$ cat config.mk
export PLATFORM = sky130hd
export DESIGN_NAME = ifs_gap_timer
export DESIGN_NICKNAME = d
export VERILOG_FILES = /design/src/rtl/ifs_pkg.sv /design/src/rtl/ifs_spacing_reg.sv /design/src/rtl/ifs_pass_counter.sv /design/src/rtl/ifs_phase_ctl.sv /design/src/rtl/ifs_gap_timer.sv
export SDC_FILE = /design/constraint.sdc
export NUM_CORES = 1
export LEC_CHECK = 0
export BUFFER_PORTS_ARGS = -buffer_cell sky130_fd_sc_hd__buf_2
export CORE_MARGIN = 10
export CORE_UTILIZATION = 51
export DETAILED_ROUTE_END_ITERATION = 10
export GPL_TIMING_DRIVEN = 0
export PLACE_DENSITY = 0.86
export SYNTH_ARGS = -nofsm -noshare
export SYNTH_HDL_FRONTEND = slang
export SYNTH_HIERARCHICAL = 1
export SYNTH_SLANG_ARGS = --single-unit
$ cat constraint.sdc
create_clock -name clk -period 3.1 [get_ports clk]
set_input_delay 0.93 -clock clk [delete_from_list [all_inputs] [get_ports clk]]
set_output_delay 0.93 -clock clk [all_outputs]
set_load 0.01 [all_outputs]
$ cat src/rtl/ifs_pkg.sv
package ifs_pkg;

   typedef struct packed {
      logic clr;
      logic load;
      logic dec;
   } cnt_cmd_t;

   localparam cnt_cmd_t CMD_IDLE = '{clr: 1'b0, load: 1'b0, dec: 1'b0};

endpackage

$ cat src/rtl/ifs_spacing_reg.sv
module ifs_spacing_reg #(
   parameter int CNT_W     = 7,
   parameter int RESET_VAL = 0
) (
   input  logic             clk,
   input  logic             rst_n,
   input  logic             wr_en,
   input  logic [CNT_W:0]   wr_data,
   output logic [CNT_W-1:0] half_q,
   output logic             half_zero
);
   localparam logic [CNT_W-1:0] HALF_RST = CNT_W'(RESET_VAL / 2);

   logic unused_lsb_w;
   assign unused_lsb_w = wr_data[0];

   always_ff @(posedge clk or negedge rst_n) begin
      if (!rst_n)
         half_q <= HALF_RST;
      else if (wr_en)
         half_q <= wr_data[CNT_W:1];
   end

   assign half_zero = (half_q == '0);

   p_write_store_r2: assert property (@(posedge clk) disable iff (!rst_n)
      wr_en |=> (half_q == $past(wr_data[CNT_W:1])));

   p_hold_store_r8: assert property (@(posedge clk) disable iff (!rst_n)
      !wr_en |=> $stable(half_q));
endmodule

$ cat src/rtl/ifs_pass_counter.sv
module ifs_pass_counter
   import ifs_pkg::*;
#(
   parameter int CNT_W = 7
) (
   input  logic             clk,
   input  logic             rst_n,
   input  cnt_cmd_t         cmd,
   input  logic [CNT_W-1:0] load_val,
   output logic [CNT_W-1:0] cnt_q,
   output logic             at_last
);
   localparam logic [CNT_W-1:0] ONE = CNT_W'(1);

   always_ff @(posedge clk or negedge rst_n) begin
      if (!rst_n)
         cnt_q <= '0;
      else if (cmd.clr)
         cnt_q <= '0;
      else if (cmd.load)
         cnt_q <= load_val;
      else if (cmd.dec && cnt_q != '0)
         cnt_q <= cnt_q - ONE;
   end

   assign at_last = (cnt_q == ONE);

   p_dec_step_r4: assert property (@(posedge clk) disable iff (!rst_n)
      (cmd.dec && !cmd.load && !cmd.clr && cnt_q != '0)
         |=> (cnt_q == CNT_W'($past(cnt_q) - ONE)));

   p_cmd_excl_r4: assert property (@(posedge clk) disable iff (!rst_n)
      $countones({cmd.clr, cmd.load, cmd.dec}) <= 1);
endmodule

$ cat src/rtl/ifs_phase_ctl.sv
module ifs_phase_ctl
   import ifs_pkg::*;
(
   input  logic     clk,
   input  logic     rst_n,
   input  logic     start,
   input  logic     tick,
   input  logic     at_last,
   input  logic     half_zero,
   output cnt_cmd_t cmd,
   output logic     busy_q,
   output logic     phase_q
);
   logic busy_d, phase_d;
   logic pass_end;

   assign pass_end = busy_q && tick && at_last && !start;

   always_comb begin
      busy_d  = busy_q;
      phase_d = phase_q;
      cmd     = CMD_IDLE;
      if (start) begin
         if (half_zero) begin
            busy_d  = 1'b0;
            phase_d = 1'b0;
            cmd.clr = 1'b1;
         end else begin
            busy_d   = 1'b1;
            phase_d  = 1'b1;
            cmd.load = 1'b1;
         end
      end else if (pass_end) begin
         if (phase_q && !half_zero) begin
            phase_d  = 1'b0;
            cmd.load = 1'b1;
         end else begin
            busy_d  = 1'b0;
            phase_d = 1'b0;
            cmd.clr = 1'b1;
         end
      end else if (busy_q && tick) begin
         cmd.dec = 1'b1;
      end
   end

   always_ff @(posedge clk or negedge rst_n) begin
      if (!rst_n) begin
         busy_q  <= 1'b0;
         phase_q <= 1'b0;
      end else begin
         busy_q  <= busy_d;
         phase_q <= phase_d;
      end
   end

   p_idle_phase_r6: assert property (@(posedge clk) disable iff (!rst_n)
      !busy_q |-> !phase_q);

   p_restart_r9: assert property (@(posedge clk) disable iff (!rst_n)
      (start && !half_zero) |=> (busy_q && phase_q));

   p_second_end_r6: assert property (@(posedge clk) disable iff (!rst_n)
      (busy_q && !phase_q && tick && at_last && !start) |=> !busy_q);
endmodule

$ cat src/rtl/ifs_gap_timer.sv
module ifs_gap_timer
   import ifs_pkg::*;
#(
   parameter int CNT_W     = 7,
   parameter int RESET_VAL = 0,
   parameter bit RD_REG    = 1'b0
) (
   input  logic             clk,
   input  logic             rst_n,
   input  logic             wr_en,
   input  logic [CNT_W:0]   wr_data,
   output logic [CNT_W:0]   rd_data,
   input  logic             bit_tick,
   input  logic             gap_start,
   output logic             gap_ready
);
   localparam int REG_W = CNT_W + 1;

   if (CNT_W < 2)
      $error("ifs_gap_timer: CNT_W must be at least 2");
   if (RESET_VAL < 0 || RESET_VAL >= (1 << REG_W))
      $error("ifs_gap_timer: RESET_VAL does not fit the register");

   logic [CNT_W-1:0] half_q;
   logic             half_zero;
   logic [CNT_W-1:0] cnt_q;
   logic             at_last;
   logic             busy_q;
   logic             phase_q;
   cnt_cmd_t         cmd;
   logic [REG_W-1:0] live_w;

   ifs_spacing_reg #(.CNT_W(CNT_W), .RESET_VAL(RESET_VAL)) u_spacing (
      .clk       (clk),
      .rst_n     (rst_n),
      .wr_en     (wr_en),
      .wr_data   (wr_data),
      .half_q    (half_q),
      .half_zero (half_zero)
   );

   ifs_phase_ctl u_ctl (
      .clk       (clk),
      .rst_n     (rst_n),
      .start     (gap_start),
      .tick      (bit_tick),
      .at_last   (at_last),
      .half_zero (half_zero),
      .cmd       (cmd),
      .busy_q    (busy_q),
      .phase_q   (phase_q)
   );

   ifs_pass_counter #(.CNT_W(CNT_W)) u_cnt (
      .clk      (clk),
      .rst_n    (rst_n),
      .cmd      (cmd),
      .load_val (half_q),
      .cnt_q    (cnt_q),
      .at_last  (at_last)
   );

   assign live_w    = {cnt_q, phase_q};
   assign gap_ready = !busy_q;

   if (RD_REG) begin : g_rd_reg
      logic [REG_W-1:0] rd_q;
      always_ff @(posedge clk or negedge rst_n) begin
         if (!rst_n)
            rd_q <= '0;
         else
            rd_q <= live_w;
      end
      assign rd_data = rd_q;
   end else begin : g_rd_comb
      assign rd_data = live_w;

      p_idle_zero_r6: assert property (@(posedge clk) disable iff (!rst_n)
         gap_ready |-> (rd_data == '0));

      p_hold_r4: assert property (@(posedge clk) disable iff (!rst_n)
         (!bit_tick && !gap_start) |=> $stable(rd_data));

      p_start_r3: assert property (@(posedge clk) disable iff (!rst_n)
         (gap_start && !half_zero) |=> (!gap_ready && rd_data == {$past(half_q), 1'b1}));

      p_reload_r5: assert property (@(posedge clk) disable iff (!rst_n)
         ($fell(phase_q) && busy_q) |-> (rd_data[CNT_W:1] == $past(half_q)));
   end

   p_zero_gap_r7: assert property (@(posedge clk) disable iff (!rst_n)
      (gap_start && half_zero) |=> gap_ready);
endmodule

==> qor.yml <==
status:
  status: "finished clean"
route:
  via_per_inst: 6.000
  drc_errors: 0
  first_pass_iters: 4
  routedWlPerCell_um: 16.10
  vias: 822
  drt_wl_total_um: 2206
  drtIter0Drc: 37
  ant_nets: 0
sta:
  finalCritPeriodShare_pct: 87.82
  tightest_slew_ns: 0.4609
  fin_skew_ns: 0.007036
  drv_slew: 0
  maxSlewHeadroom_pct: 68.99
  whs_ns: 0.5282
  tns_ns: 0
  max_freq_ghz: 0.3673
  min_period_ns: 2.722
  hold_viol_final: 0
  setup_viol: 0
  rsz0062_at_grt: "no"
synthesis:
  yosysUniqueCellTypes: 41
  synth_cells: 90
  synth_area_um2: 935.9
  syn_avg_cell_area_um2: 10.40
  yosysTopAreaCell: "dfrtp_1"
  ys_seq_area_share_pct: 42.78
  synth_top_area_share_pct: 42.78
  ys_top_cells_by_area: "dfrtp_1, mux2_1, a21oi_1"
  ys_ff_latch: 16
  syn_nets: 105
  yosys_warnings: 6
cts:
  h-tree-depth: 1
  clock_tree.buffer_depth: 2
  clk_pin_slew_ns: 0.08
  cts_tree: "yes"
  hold_buffers: 0
  clock-root-buffer: "clkbuf_4"
  post_cts_buffers: 0
  cts.sink_count: 16
  cts.repair.resized: 0
  numCtsBuffers: 3
  clock_latency_ns: 0.28
floorplan:
  core_area_mm2: 0.001727
  rows: 15
  die_h_um: 62.84
  die_x_um: 62.84
  initial_core_util_pct: 54.20
  fp.dieArea_mm2: 0.003948
  ios: 22
final_layout:
  fin_area_mm2: 0.001085
  fillCellCount: 157
  multi_input_area_um2: 478.0
  drive_above_1_share_pct: 28.57
  mostFrequentLayoutCells: "buf_2, dfrtp_1, inv_1"
  seq_area_um2: 400.4
  num-nets-final: 129
  utilization_pct: 62.83
  diodes: 0
  layout_commonest_cell: "buf_2"
  area_delta_synth_final_pct: 15.91
worst_setup_path:
  reg2reg_to: "u_cnt/cnt_q[3]"
  criticalPathCategory: "reg -> reg"
  cp.required_ns: 3.28
  r2r_slack_ns: 0.38
  cp-start-kind: "register"
  crit_fanout: 10
  worst-r2r-cell-count: 7
  end_kind: "register"
  worstPathArrival_ns: 2.91
  worstReg2RegStart: "u_cnt/cnt_q[3]"
run:
  cap_violations: 0
power_and_ir_drop:
  powerDensity_mw_per_mm2: 465.5
  power_leakage_nw: 0.4708
  power_uw: 504.9
  irDropWorstVdd_mv: 0.2924
grt:
  gr-total-overflow: 0
  grt_max_degree: 17
  grt_pass1_vias: 814
  antenna_found_initial: 0
  grt_pass1_wl_um: 3760
  grtUsageTotal_pct: 11.33
placement:
  portBuffers: 19
  placed_area_mm2: 0.001062
  gp_congestion: 0.8500
  dp_hpwl_um: 1691
worst_hold_path:
  hold_path_depth: 1
  min_from: "u_spacing/half_q[2]"
  hold_end: "u_spacing/half_q[2]"
  hold_path_class: "reg -> reg"
[cell usage after synthesis, drive strengths merged]
library cell and n:
nand3b 1, and3 1, inv 8, nor3 1, nand2b 2, and3b 1, mux2 7, a221oi 2
nor2 3, ha 2, o2111a 1, a211o 1, o21bai 1, o2111ai 3, o2bb2ai 1, dfrtp 16
or4b 1, nand4 2, nand3 1, o22a 1, a31oi 1, o22ai 1, nor4b 1, nor3b 2
or3 1, o211ai 2, buf 4, or4 2, nor4 2, clkbuf 1, a2111o 1, o21ai 2
a311oi 2, nand2 4, a21oi 6, nor2b 2
[through the flow]
step / std cells / setup WS (ns)
6_report: 137 / 0.3775
5_1_grt: 137 / 0.2064
4_1_cts: 137 / 0.4291
3_5_place_dp: 134 / 0.4521
3_3_place_gp: 134 / 0.5089
2_1_floorplan: 90 / 0.6782
[routing by layer]
metal  wire length [um]  global-route usage [%]  up-vias
li1                   -                       -      391
met1                988                   13.42      381
met2               1062                   19.10       41
met3                113                   1.971        9
met4                 42                   5.587        0
met5                  0                       0        -
[logic make-up after synthesis]
group           Yosys count  share of synthesized area, %
mux                       7                         8.423
compound gates           25                         20.46
buf+inv                  13                         6.148
fa+ha+maj                 2                         2.673
flops                    16                         42.78
simple gates             27                         19.52
[power by group]
| part | internal, mW | total, mW | switching (mW) |
|---|---|---|---|
| logic | 0.0595 | 0.130 | 0.0705 |
| registers | 0.234 | 0.270 | 0.0355 |
| clock network | 0.0451 | 0.105 | 0.0598 |
| total | 0.339 | 0.505 | 0.166 |
[final cells by class]
class	count	share of cell area, %
multi-input combinational	61	44.06
sequential	16	36.91
timing repair buffer	19	8.766
tap	25	2.884
inverter	8	2.768
buffer	5	2.537
clock buffer	3	2.076
[critical path, stage by stage (launching register included)]
cell and delay, ns:
dfrtp_1 0.46, or4_4 0.60, nor3b_1 0.43, nand4_1 0.13, a21oi_1 0.22, clkbuf_1 0.39
a21oi_1 0.12, a221oi_2 0.27
[registers in the layout (all words and copies together) (netlist names)]
| signal | cells |
|---|---|
| u_ctl/phase_q | 1 |
| u_cnt/cnt_q | 7 |
| u_spacing/half_q | 7 |
| u_ctl/busy_q | 1 |
[worst max-delay path by stage]
| stage | from | endpoint | cells after the start |
|---|---|---|---|
| floorplan | u_cnt/cnt_q[3] | u_cnt/cnt_q[5] | 7 |
| global placement | gap_start | u_cnt/cnt_q[3] | 7 |
| detailed placement | u_cnt/cnt_q[3] | u_cnt/cnt_q[3] | 7 |
| CTS | u_cnt/cnt_q[3] | u_cnt/cnt_q[3] | 7 |
| global route | u_cnt/cnt_q[3] | u_cnt/cnt_q[3] | 7 |
| finish | u_cnt/cnt_q[3] | u_cnt/cnt_q[3] | 7 |
Power figures use the tool's default switching activity.
